### src/rtl/sadc_pkg.sv
package sadc_pkg;

  typedef enum logic [2:0] {
    SQ_IDLE,
    SQ_HUNT,
    SQ_ADDR,
    SQ_GAP,
    SQ_CONV,
    SQ_TAIL,
    SQ_DONE
  } seq_state_t;

  function automatic int addr_len(input int nch);
    return (nch <= 1) ? 0 : $clog2(nch) + 1;
  endfunction

endpackage

### src/rtl/adc_in_sync.sv
module adc_in_sync #(
  parameter int W      = 4,
  parameter int STAGES = 2
) (
  input  logic         clk,
  input  logic         rst,
  input  logic [W-1:0] rst_val,
  input  logic [W-1:0] d,
  output logic [W-1:0] q
);

  logic [W-1:0] pipe [STAGES];

  genvar g;
  generate
    for (g = 0; g < STAGES; g++) begin : g_stage
      if (g == 0) begin : g_first
        always_ff @(posedge clk) begin
          if (rst) pipe[0] <= rst_val;
          else     pipe[0] <= d;
        end
      end else begin : g_next
        always_ff @(posedge clk) begin
          if (rst) pipe[g] <= rst_val;
          else     pipe[g] <= pipe[g-1];
        end
      end
    end
  endgenerate

  assign q = pipe[STAGES-1];

endmodule

### src/rtl/adc_mux_decode.sv
module adc_mux_decode #(
  parameter int NCHAN = 8,
  parameter int AW    = 4
) (
  input  logic [AW-1:0]  word,
  output logic [NCHAN-1:0] pos_oh,
  output logic [NCHAN:0]   neg_oh
);

  localparam int IW = (NCHAN > 1) ? $clog2(NCHAN) : 1;

  generate
    if (NCHAN == 1) begin : g_fixed
      assign pos_oh = 1'b1;
      assign neg_oh = 2'b10;
    end else begin : g_dec
      logic          mode_se;
      logic [IW-1:0] idx;
      logic [IW-1:0] mate;

      always_comb begin
        mode_se = word[AW-1];
        idx     = '0;
        idx[0]  = word[AW-2];
        for (int i = 1; i < IW; i++) idx[i] = word[i-1];
        mate    = idx ^ IW'(1);
      end

      always_comb begin
        pos_oh      = '0;
        pos_oh[idx] = 1'b1;
        neg_oh      = '0;
        if (mode_se) neg_oh[NCHAN] = 1'b1;
        else         neg_oh[mate]  = 1'b1;
      end
    end
  endgenerate

endmodule

### src/rtl/adc_sar_engine.sv
module adc_sar_engine #(
  parameter int W = 8
) (
  input  logic         clk,
  input  logic         rst,
  input  logic         clr,
  input  logic         start,
  input  logic         step,
  input  logic         cmp,
  output logic [W-1:0] trial,
  output logic [W-1:0] result
);

  localparam logic [W-1:0] TOP_BIT = {1'b1, {(W-1){1'b0}}};

  logic [W-1:0] code_q, mask_q, res_q;
  logic [W-1:0] kept;

  assign kept = cmp ? code_q : (code_q & ~mask_q);

  always_ff @(posedge clk) begin
    if (rst || clr) begin
      code_q <= '0;
      mask_q <= '0;
      res_q  <= '0;
    end else if (start) begin
      code_q <= TOP_BIT;
      mask_q <= TOP_BIT;
      res_q  <= '0;
    end else if (step) begin
      code_q <= kept | (mask_q >> 1);
      mask_q <= mask_q >> 1;
      res_q  <= kept;
    end
  end

  assign trial  = code_q;
  assign result = res_q;

endmodule

### src/rtl/serial_adc_seq.sv
module serial_adc_seq
  import sadc_pkg::*;
#(
  parameter int NCHAN       = 8,
  parameter int RES_BITS    = 8,
  parameter int SYNC_STAGES = 2
) (
  input  logic                clk,
  input  logic                rst,
  input  logic                adc_csn,
  input  logic                adc_sclk,
  input  logic                adc_din,
  input  logic                cmp_in,
  output logic [NCHAN-1:0]    pos_sel,
  output logic [NCHAN:0]      neg_sel,
  output logic [RES_BITS-1:0] dac_code,
  output logic                busy,
  output logic                dout,
  output logic                dout_oe
);

  localparam int ABITS = addr_len(NCHAN);
  localparam int AW    = (ABITS > 0) ? ABITS : 1;
  localparam int ACW   = $clog2(AW + 1);
  localparam int CW    = $clog2(RES_BITS);
  localparam logic [ACW-1:0] LAST_A = ACW'(ABITS - 1);
  localparam logic [CW-1:0]  LAST_B = CW'(RES_BITS - 1);
  localparam logic [CW-1:0]  LAST_R = CW'(RES_BITS - 2);

  // link input resynchronisation
  logic [3:0] raw_in, syn_in;
  logic       csn_s, sclk_s, din_s, cmp_s, sclk_q;
  logic       cs_act, sc_rise, sc_fall;

  assign raw_in = {adc_csn, adc_sclk, adc_din, cmp_in};

  adc_in_sync #(.W(4), .STAGES(SYNC_STAGES)) u_sync (
    .clk     (clk),
    .rst     (rst),
    .rst_val (4'b1000),
    .d       (raw_in),
    .q       (syn_in)
  );

  assign {csn_s, sclk_s, din_s, cmp_s} = syn_in;

  always_ff @(posedge clk) begin
    if (rst) sclk_q <= 1'b0;
    else     sclk_q <= sclk_s;
  end

  assign cs_act  = ~csn_s;
  assign sc_rise = sclk_s & ~sclk_q;
  assign sc_fall = ~sclk_s & sclk_q;

  // sequencer state
  seq_state_t         state;
  logic [AW-1:0]      addr_q, addr_nx;
  logic [ACW-1:0]     acnt;
  logic [CW-1:0]      bcnt;
  logic [NCHAN-1:0]   dec_pos;
  logic [NCHAN:0]     dec_neg;
  logic [RES_BITS-1:0] res_w;
  logic               sar_start, sar_step;

  assign addr_nx = (addr_q << 1) | AW'(din_s);

  adc_mux_decode #(.NCHAN(NCHAN), .AW(AW)) u_dec (
    .word   (addr_nx),
    .pos_oh (dec_pos),
    .neg_oh (dec_neg)
  );

  assign sar_start = cs_act && (state == SQ_GAP)  && sc_fall;
  assign sar_step  = cs_act && (state == SQ_CONV) && sc_fall;

  adc_sar_engine #(.W(RES_BITS)) u_sar (
    .clk    (clk),
    .rst    (rst),
    .clr    (~cs_act),
    .start  (sar_start),
    .step   (sar_step),
    .cmp    (cmp_s),
    .trial  (dac_code),
    .result (res_w)
  );

  always_ff @(posedge clk) begin
    if (rst || !cs_act) begin
      state   <= SQ_IDLE;
      addr_q  <= '0;
      acnt    <= '0;
      bcnt    <= '0;
      dout    <= 1'b0;
      dout_oe <= 1'b0;
      busy    <= 1'b0;
      pos_sel <= '0;
      neg_sel <= '0;
    end else begin
      case (state)
        SQ_IDLE: state <= SQ_HUNT;

        SQ_HUNT: begin
          if (sc_rise && din_s) begin
            if (ABITS == 0) begin
              state   <= SQ_GAP;
              pos_sel <= dec_pos;
              neg_sel <= dec_neg;
            end else begin
              state  <= SQ_ADDR;
              acnt   <= '0;
              addr_q <= '0;
            end
          end
        end

        SQ_ADDR: begin
          if (sc_rise) begin
            addr_q <= addr_nx;
            acnt   <= acnt + 1'b1;
            if (acnt == LAST_A) begin
              state   <= SQ_GAP;
              pos_sel <= dec_pos;
              neg_sel <= dec_neg;
            end
          end
        end

        SQ_GAP: begin
          if (sc_fall) begin
            dout_oe <= 1'b1;
            dout    <= 1'b0;
            bcnt    <= '0;
            state   <= SQ_CONV;
          end
        end

        SQ_CONV: begin
          if (sc_fall) begin
            dout <= cmp_s;
            busy <= 1'b1;
            bcnt <= bcnt + 1'b1;
            if (bcnt == LAST_B) begin
              bcnt  <= '0;
              state <= SQ_TAIL;
            end
          end
        end

        SQ_TAIL: begin
          if (sc_rise) busy <= 1'b0;
          if (sc_fall) begin
            if (ABITS == 0) begin
              dout  <= 1'b0;
              state <= SQ_DONE;
            end else begin
              dout <= res_w[bcnt + 1'b1];
              bcnt <= bcnt + 1'b1;
              if (bcnt == LAST_R) state <= SQ_DONE;
            end
          end
        end

        SQ_DONE: begin
          if (sc_fall) dout <= 1'b0;
        end

        default: state <= SQ_IDLE;
      endcase
    end
  end

endmodule

### config.mk
export PLATFORM = sky130hd
export DESIGN_NAME = serial_adc_seq
export DESIGN_NICKNAME = d
export VERILOG_FILES = /design/src/rtl/sadc_pkg.sv /design/src/rtl/adc_in_sync.sv /design/src/rtl/adc_mux_decode.sv /design/src/rtl/adc_sar_engine.sv /design/src/rtl/serial_adc_seq.sv
export SDC_FILE = /design/constraint.sdc
export NUM_CORES = 1
export LEC_CHECK = 0
export ABC_AREA = 1
export BUFFER_PORTS_ARGS = -buffer_cell sky130_fd_sc_hd__buf_2
export CAP_MARGIN = 10
export CELL_PAD_IN_SITES_DETAIL_PLACEMENT = 1
export CELL_PAD_IN_SITES_GLOBAL_PLACEMENT = 1
export CORE_ASPECT_RATIO = 0.9
export CORE_MARGIN = 2
export CORE_UTILIZATION = 45
export CTS_CLUSTER_SIZE = 14
export DETAILED_ROUTE_END_ITERATION = 10
export GPL_ROUTABILITY_DRIVEN = 0
export PLACE_DENSITY_LB_ADDON = 0.1
export SLEW_MARGIN = 25
export SYNTH_ARGS = -nofsm -noshare
export SYNTH_HDL_FRONTEND = slang
export SYNTH_SLANG_ARGS = --single-unit
### constraint.sdc
create_clock -name clk -period 3.04 [get_ports clk]
set_input_delay 0.152 -clock clk [delete_from_list [all_inputs] [get_ports clk]]
set_output_delay 0.152 -clock clk [all_outputs]
set_load 0.01 [all_outputs]
==> impl_metrics.tcl, run 1 <==
set metrics [dict create \
    critical_path_class "flip-flop to flip-flop" \
    vdd_ir_drop_max_v 0.0002645 \
    routed_wl_um 6411 \
    dp_cells 459 \
    clock_latency_ns 0.34 \
    hp-class "input pin to flip-flop" \
    ioPinCount 34 \
    cts_max_path_buffers 2 \
    rsz0062_at_grt "false" \
    cts-htree-levels 3 \
    yosysWarnings 0 \
    coreArea_sq_um 6013 \
    ys_ff_latch 65 \
    crit_fanout 3 \
    hold_start "adc_din" \
    mostFrequentLayoutCells "nand2_1, dfxtp_1, a21oi_1" \
    timing.rr.end "state[0]" \
    ys_types 30 \
    grt-ovfl-total 0 \
    final_common_cell "nand2_1" \
    worstSetupEndpointType "flip-flop" \
    syn-instance-count 365 \
    multiInputGateArea_sq_um 1237 \
    max_slew_margin_pct 66.41 \
    fin_skew_ns 0.006085 \
    hold_depth 3 \
    row_count 27 \
    rr_startpoint "acnt[0]" \
    synth-xor-area-share_pct 0 \
    setup_viol 0 \
    min_period_ns 1.737 \
    vias 2463 \
    first_pass_iters 5 \
    cts_root_buffer "clkbuf_8" \
    die_w_um 86.54 \
    fp.dieArea_sq_um 6774 \
    dp_hpwl_um 4495 \
    viasPerCell 5.185 \
    start_kind "flip-flop" \
    reg2reg_depth 10 \
    synthAdderAreaFrac_pct 2.268 \
    slew_viol_final 0 \
    first_global_vias 2410 \
    drv_cap 0 \
    avgRoutedWirePerCell_um 13.50 \
    cts_tree "done" \
    max_freq_mhz 575.6 \
    portBuffers 33 \
    avgSynthCellArea_sq_um 7.559 \
    powerDensity_nw_per_um2 519.3 \
    p_leak_nw 1.306 \
    insertedDiodeCount 0 \
    nets 410 \
    grt_max_degree 28 \
    final-instance-count-excl-fill 475 \
    reg2reg_setup_slack_ns 1.30 \
    finalSetupTns_ns 0 \
    min_to "u_sync.pipe[0][1]" \
    path_clk_slew_ns 0.07 \
    synth_compound_area_share_pct 14.24 \
    synth-simple-area-share_pct 28.34 \
    area_delta_synth_final_pct 13.97 \
    regArea_sq_um 1301 \
    drive_above_1_share_pct 16.87 \
    hold_violations 0 \
    cts_sinks 65 \
    crit_required_ns 3.31 \
    synthesis.nets 376 \
    initial_core_util_pct 45.88 \
    muxShareOfSynthArea_pct 0 \
    first_iter_violations 78 \
    grt_usage_pct 20.67 \
    synth_top_family_by_area "simple AND/OR/NAND/NOR gates" \
    die_h_um 78.28 \
    cp.arrival_ns 2.00 \
    synth.yosys.seq_area_share_pct 47.17 \
    grt_antenna_before_repair 0 \
    status "finished clean" \
    numCtsBuffers 9 \
    tightest_slew_ns 0.5031 \
    fin_crit_sh_pct 57.15 \
    drc 0 \
    synthesis.area_sq_um 2759 \
    ant_nets 0 \
    crit_start "acnt[0]" \
    grt_pass1_wl_um 11090 \
    nFillCells 808 \
]
synthesized netlist by cell type:
cell / n / share of area [%]
a211oi_1: 5 / 1.4
a21oi_1: 48 / 8.7
buf_1: 1 / 0.14
buf_2: 4 / 0.73
buf_4: 2 / 0.54
buf_6: 3 / 1.2
clkbuf_1: 1 / 0.14
clkinv_1: 2 / 0.27
clkinv_2: 2 / 0.36
dfxtp_1: 65 / 47
ha_1: 5 / 2.3
inv_1: 28 / 3.8
inv_2: 4 / 0.54
inv_4: 1 / 0.23
nand2_1: 86 / 12
nand2_2: 2 / 0.45
nand2_4: 1 / 0.41
nand3_1: 23 / 4.2
nand3_2: 1 / 0.36
nand3_4: 1 / 0.64
nand4_1: 4 / 0.91
nor2_1: 43 / 5.9
nor2_2: 3 / 0.68
nor2_4: 3 / 1.2
nor2_8: 1 / 0.73
nor3_1: 1 / 0.18
nor3_4: 1 / 0.59
o211ai_1: 2 / 0.54
o21ai_0: 20 / 3.6
or2_2: 2 / 0.45
per-layer routing:
| layer | track usage [%] | part of all wire [%] | up-vias |
|---|---|---|---|
| li1 | - | - | 1250 |
| met1 | 26.26 | 47 | 1156 |
| met2 | 33.38 | 47 | 47 |
| met3 | 6.519 | 4.5 | 10 |
| met4 | 6.563 | 1.4 | 0 |
| met5 | 0 | 0 | - |
per-stage QoR:
stage | power [mW] | instance area [sq um] | utilization (%) | worst slack (ns) | hold slack (ns)
5_1_grt | 1.693 | 3144 | 52.29 | 1.084 | 0.008035
3_3_place_gp | 0.9158 | 2938 | 48.86 | 1.310 | 0.3372
2_1_floorplan | 0.9077 | 2759 | - | 1.586 | 0.2558
6_report | 1.633 | 3144 | 52.29 | 1.303 | 0.01396
3_5_place_dp | 0.9173 | 2938 | 48.86 | 1.337 | 0.3493
4_1_cts | 1.653 | 3144 | 52.29 | 1.309 | 0.0004853
where the power goes:
part / internal [mW] / leakage (nW) / switching (mW)
clock: 0.420 / 0.0957 / 0.314
combinational: 0.0110 / 0.685 / 0.0256
sequential: 0.857 / 0.525 / 0.00483
logic make-up after synthesis:
group	after synthesis
flops	65
buf+inv	48
compound gates	75
simple gates	172
fa+ha+maj	5
worst max-delay path: stages (launching register included):
cell and delay (ns):
dfxtp_1 0.36, ha_1 0.16, ha_1 0.21, inv_1 0.11
o21ai_0 0.23, nand2_1 0.09, nor2_1 0.15, nand2_1 0.12
nand2_1 0.08, nand2_1 0.05, nor2_1 0.11
state kept, by name, indices dropped and copies added (netlist names):
register / cells
acnt: 3
addr_q: 3
bcnt: 3
busy: 1
dout: 1
dout_oe: 1
neg_sel: 9
pos_sel: 8
sclk_q: 1
state: 3
u_sar.mask_q: 8
u_sar.result: 8
u_sar.trial: 8
u_sync.pipe: 8
final cells by class:
type,instances,area share (%)
flip-flops and latches,65,41.38
multi-input cells,252,39.36
repair buffers,34,5.571
clock buffers,13,5.054
inverters,37,4.576
well taps,72,2.865
clock inverters,2,1.194
worst max path at each step:
stage / end / slack [ns] / cells after the start
after global placement: state[0] / 1.31 / 10
final: state[0] / 1.30 / 10
after global routing: state[0] / 1.08 / 10
after CTS: state[0] / 1.31 / 10
after floorplan: state[1] / 1.59 / 9
after detailed placement: state[0] / 1.34 / 10
what timing repair did:
item / 4_1_cts / 5_1_grt
hold buffers: 1 / 0
resized for setup: 0 / 0
setup buffers: 0 / 0
hold endpoints to repair: 1 / 0
Note: power is estimated with default switching activity, not from simulation.
==> run 2: changes to the inputs <==
--- a/config.mk
+++ b/config.mk
@@ -12,7 +12,7 @@
 export CELL_PAD_IN_SITES_GLOBAL_PLACEMENT = 1
 export CORE_ASPECT_RATIO = 0.9
 export CORE_MARGIN = 2
-export CORE_UTILIZATION = 45
+export CORE_UTILIZATION = 38
 export CTS_CLUSTER_SIZE = 14
 export DETAILED_ROUTE_END_ITERATION = 10
 export GPL_ROUTABILITY_DRIVEN = 0
==> constraint.sdc (replaced) <==
create_clock -name clk -period 1.4 [get_ports clk]
set_input_delay 0.07 -clock clk [delete_from_list [all_inputs] [get_ports clk]]
set_output_delay 0.07 -clock clk [all_outputs]
set_load 0.01 [all_outputs]
==> impl_metrics.tcl, run 2 (synthesis results as in run 1) <==
set metrics [dict create \
    drc 0 \
    avgRoutedWirePerCell_um 14.43 \
    max_slew_margin_pct 66.82 \
    reg2reg_depth 8 \
    drv_cap 0 \
    area_delta_synth_final_pct 34.65 \
    hold_violations 0 \
    first_iter_violations 80 \
    first_pass_iters 4 \
    grt_pass1_wl_um 12540 \
    drive_above_1_share_pct 33.79 \
    critPathTopFamily "simple AND/OR/NAND/NOR gates" \
    final-instance-count-excl-fill 528 \
    initial_core_util_pct 39.19 \
    slew_viol_final 0 \
    grt_max_degree 27 \
    portBuffers 33 \
    cp.arrival_ns 1.68 \
    dp_hpwl_um 5113 \
    crit_required_ns 1.68 \
    cts_tree "done" \
    min_period_ns 1.405 \
    dp_cells 503 \
    clock_latency_ns 0.34 \
    cts_max_path_buffers 2 \
    max_freq_mhz 712.0 \
    cts-htree-levels 3 \
    routed_wl_um 7617 \
    top_register "neg_sel" \
    worst_slack_ns -0.004535 \
    hold_depth 2 \
    path_cells "buf_6 -> nor2_4 -> nand2_4 -> inv_4 -> nand3_4 -> nor2_8 -> nand3_1 -> a21oi_1" \
    final_common_cell "nand2_1" \
    path_clk_slew_ns 0.08 \
    largest_reg_flops 9 \
    cts_sinks 65 \
    ioPinCount 34 \
    insertedDiodeCount 0 \
    crit_fanout 8 \
    powerDensity_nw_per_um2 1020 \
    path_depth 8 \
    rsz0062_at_grt "true" \
    hp-class "input pin to flip-flop" \
    die_h_um 84.84 \
    grt-ovfl-total 0 \
    ant_nets 0 \
    first_global_vias 2657 \
    fin_crit_sh_pct 100.3 \
    grt_usage_pct 20.05 \
    coreArea_sq_um 7039 \
    finalSetupTns_ns -0.007058 \
    tightest_slew_ns 0.4971 \
    violations "setup timing" \
    path_buf_inv 2 \
    critical_path.max_stage_delay_ns 0.37 \
    critical_path_class "flip-flop to flip-flop" \
    p_leak_nw 1.495 \
    viasPerCell 4.867 \
    critPathSlowestCell "dfxtp_4" \
    multiInputGateArea_sq_um 1438 \
    row_count 29 \
    nets 441 \
    vdd_ir_drop_max_v 0.0006614 \
    regArea_sq_um 1320 \
    mostFrequentLayoutCells "nand2_1, dfxtp_1, a21oi_1" \
    fp.dieArea_sq_um 7959 \
    die_w_um 93.82 \
    grt_antenna_before_repair 0 \
    start_kind "flip-flop" \
    worstSetupEndpointType "flip-flop" \
    vias 2570 \
    cts_root_buffer "clkbuf_8" \
    nFillCells 898 \
    setup_viol 2 \
    status "finished, violations left" \
    numCtsBuffers 9 \
    fin_skew_ns 0.007330 \
]
==> run 2: changes by cell type in the layout (fill, tap and decap cells not counted), sizes merged <==
cell / before / now
clkinv: 4 / 5
buf: 33 / 61
bufinv: 1 / 2
dlygate4sd3: 1 / 4
inv: 33 / 35
clkbuf: 13 / 10
==> run 2: layout make-up <==
cell class	instances	area share, %
clock inverters	6	2.425
clock buffers	10	3.705
multi-input cells	252	38.70
well taps	93	3.132
repair buffers	65	12.29
flip-flops and latches	65	35.53
inverters	37	4.210
==> run 2: layer usage <==
layer  GRT usage [%]  wire length (um)  vias to the layer above  part of all wire, %
met5               0                 0                        -                    0
met1           26.52              3658                     1200                   48
met4           5.929               139                        0                  1.8
met2           32.01              3560                       42                   47
li1                -                 -                     1316                    -
met3           5.684               258                       12                  3.4
==> run 2: final timing paths <==
path | from | to | slack, ns
worst max-delay path | state[0] | neg_sel[3] | -0.005
worst max register to register | state[0] | neg_sel[3] | -0.005
worst min register to register | u_sync.pipe[0][0] | u_sync.pipe[1][0] | 0.40
worst min-delay path | rst | u_sync.pipe[1][0] | 0.03
==> run 2: worst register-to-register path: stages (launching register included) <==
cell	delay, ns
dfxtp_4	0.37
buf_6	0.12
nor2_4	0.11
nand2_4	0.10
inv_4	0.08
nand3_4	0.11
nor2_8	0.20
nand3_1	0.11
a21oi_1	0.14
==> run 2: power breakdown <==
| group | switching, mW | leakage [nW] | internal [mW] | total (mW) |
|---|---|---|---|---|
| registers | 0.00869 | 0.530 | 1.85 | 1.86 |
| clock network | 0.758 | 0.113 | 1.06 | 1.82 |
| logic | 0.0708 | 0.852 | 0.0421 | 0.113 |
==> run 2: timing repair <==
action	4_1_cts	5_1_grt
hold buffers	4	0
buffers inserted	0	5
endpoints found under the setup margin	31	44
endpoints found under the hold margin	4	0
gates resized for setup	27	46
pin swaps	7	18
==> run 2: metrics by stage <==
stage / util [%] / cell area, sq um / setup slack [ns] / hold slack [ns] / total power [mW]
finish: 52.77 / 3715 / -0.004535 / 0.02979 / 3.790
global route: 52.77 / 3715 / -0.07461 / 0.04124 / 3.936
CTS: 50.30 / 3541 / -0.008833 / 0.01868 / 3.841
detailed placement: 45.13 / 3177 / -0.1127 / 0.2652 / 2.001
global placement: 45.13 / 3177 / -0.02108 / 0.2540 / 1.998
floorplan: - / 2761 / 0.01255 / 0.1738 / 1.971
==> run 3: changes to the inputs <==
--- a/config.mk
+++ b/config.mk
@@ -6,15 +6,15 @@
 export NUM_CORES = 1
 export LEC_CHECK = 0
 export ABC_AREA = 1
-export BUFFER_PORTS_ARGS = -buffer_cell sky130_fd_sc_hd__buf_2
 export CAP_MARGIN = 10
 export CELL_PAD_IN_SITES_DETAIL_PLACEMENT = 1
 export CELL_PAD_IN_SITES_GLOBAL_PLACEMENT = 1
 export CORE_ASPECT_RATIO = 0.9
 export CORE_MARGIN = 2
-export CORE_UTILIZATION = 38
+export CORE_UTILIZATION = 41
 export CTS_CLUSTER_SIZE = 14
 export DETAILED_ROUTE_END_ITERATION = 10
+export DONT_BUFFER_PORTS = 1
 export GPL_ROUTABILITY_DRIVEN = 0
 export PLACE_DENSITY_LB_ADDON = 0.1
 export SLEW_MARGIN = 25
==> impl_metrics.tcl, run 3 (synthesis results as in run 1) <==
set metrics [dict create \
    finalSetupTns_ns -0.06909 \
    critPathSlowestCell "dfxtp_4" \
    cts_sinks 65 \
    p_leak_nw 1.314 \
    path_cells "ha_4 -> ha_4 -> nand3_1 -> nand2_1 -> nand2_1 -> nor2_2 -> nand2_2 -> nand2_1 -> nand2_1 -> nor2_1" \
    fp.dieArea_sq_um 7402 \
    multiInputGateArea_sq_um 1456 \
    met2_usage_pct 34.03 \
    first_iter_violations 76 \
    cts_max_path_buffers 2 \
    dp_cells 465 \
    numCtsBuffers 9 \
    first_pass_iters 4 \
    viasPerCell 5.075 \
    first_global_vias 2420 \
    path_buf_inv 0 \
    status "finished, violations left" \
    max_freq_mhz 684.4 \
    insertedDiodeCount 0 \
    grt_pass1_wl_um 11450 \
    setup_viol 2 \
    ioPinCount 34 \
    rsz0062_at_grt "true" \
    avgRoutedWirePerCell_um 14.83 \
    nets 410 \
    rr_startpoint "bcnt[0]" \
    crit_path_frequent_cell "nand2_1" \
    use_met1_pct 23.28 \
    hold_start "adc_csn" \
    row_count 28 \
    violations "setup timing" \
    critPathTopFamily "simple AND/OR/NAND/NOR gates" \
    initial_core_util_pct 42.11 \
    largest_reg_flops 9 \
    path_clk_slew_ns 0.07 \
    crit_required_ns 1.67 \
    max_slew_margin_pct 65.37 \
    worstSetupEndpointType "flip-flop" \
    final_common_cell "nand2_1" \
    clock_latency_ns 0.35 \
    fin_util_pct 53.80 \
    ant_nets 0 \
    mostFrequentLayoutCells "nand2_1, dfxtp_1, nor2_1" \
    crit_fanout 4 \
    die_h_um 81.82 \
    portBuffers 0 \
    regArea_sq_um 1316 \
    tightest_slew_ns 0.5187 \
    cts_tree "done" \
    cts-htree-levels 3 \
    critical_path.max_stage_delay_ns 0.37 \
    die_w_um 90.47 \
    nFillCells 806 \
    crit_start "bcnt[0]" \
    vias 2507 \
    min_period_ns 1.461 \
    vdd_ir_drop_max_v 0.0006206 \
    grt.busiest_layer "met2" \
    worst_slack_ns -0.06119 \
    cp.arrival_ns 1.73 \
    hp-class "input pin to flip-flop" \
    fin_skew_ns 0.007799 \
    powerDensity_nw_per_um2 961.8 \
    dp_hpwl_um 4830 \
    coreArea_sq_um 6551 \
    grtUsageMet3_pct 6.972 \
    routed_wl_um 7324 \
    grt_usage_pct 19.96 \
    final-instance-count-excl-fill 494 \
    slew_viol_final 0 \
    hold_violations 0 \
    start_kind "flip-flop" \
    dp_slack_ns -0.09542 \
    area_delta_synth_final_pct 27.76 \
    critical_path_class "flip-flop to flip-flop" \
    cts_root_buffer "clkbuf_8" \
    grt_antenna_before_repair 0 \
    grt-ovfl-total 0 \
    drc 0 \
    drive_above_1_share_pct 28.96 \
    grt_max_degree 27 \
    fin_crit_sh_pct 104.4 \
    drv_cap 0 \
    top_register "neg_sel" \
    finalPower_mw 3.390 \
]
-- run 3: changes by cell type in the layout (fill, tap and decap cells not counted), moves of 3 or more --
cell	before	now
a21oi_2	5	12
buf_2	33	0
dfxtp_2	3	6
a21oi_1	43	36
-- run 3: worst paths after layout --
| check | endpoint | cells after the start | slack, ns |
|---|---|---|---|
| setup / recovery | state[1] | 10 | -0.06 |
| hold / removal | u_sync.pipe[0][3] | 2 | 0.36 |
| setup reg to reg | state[1] | 10 | -0.06 |
| hold reg to reg | u_sync.pipe[1][0] | 2 | 0.40 |
-- run 3: layout make-up --
cell class	instances	area share (%)
multi-input combinational	252	41.32
sequential	65	37.34
timing repair buffer	34	8.875
inverter	37	4.366
clock buffer	11	4.011
tap	90	3.195
clock inverter	5	0.8875
-- run 3: layer usage --
layer,routed length (um),vias up
met3,353,17
li1,-,1249
met1,3314,1194
met2,3523,47
met5,0,-
met4,133,0
-- run 3: report_power, final --
group	total [mW]	internal [mW]	switching, mW
sequential	1.87	1.86	0.00903
clock	1.41	0.684	0.727
combinational	0.112	0.0424	0.0696
total	3.39	2.58	0.806
-- run 3: what timing repair did --
action | 4_1_cts | 5_1_grt
gates cloned | 0 | 0
setup buffers | 4 | 4
endpoints found under the setup margin | 41 | 44
gates resized for setup | 19 | 57
pin swaps | 6 | 21
endpoints found under the hold margin | 11 | 0
hold buffers | 5 | 0
-- run 3: through the flow --
| step | hold WS, ns | cell area [sq um] |
|---|---|---|
| 6_report | 0.3562 | 3525 |
| 5_1_grt | 0.3474 | 3525 |
| 4_1_cts | 0.3420 | 3296 |
| 3_5_place_dp | 0.1441 | 2980 |
| 3_3_place_gp | 0.1426 | 2980 |
| 2_1_floorplan | 0.1738 | 2761 |
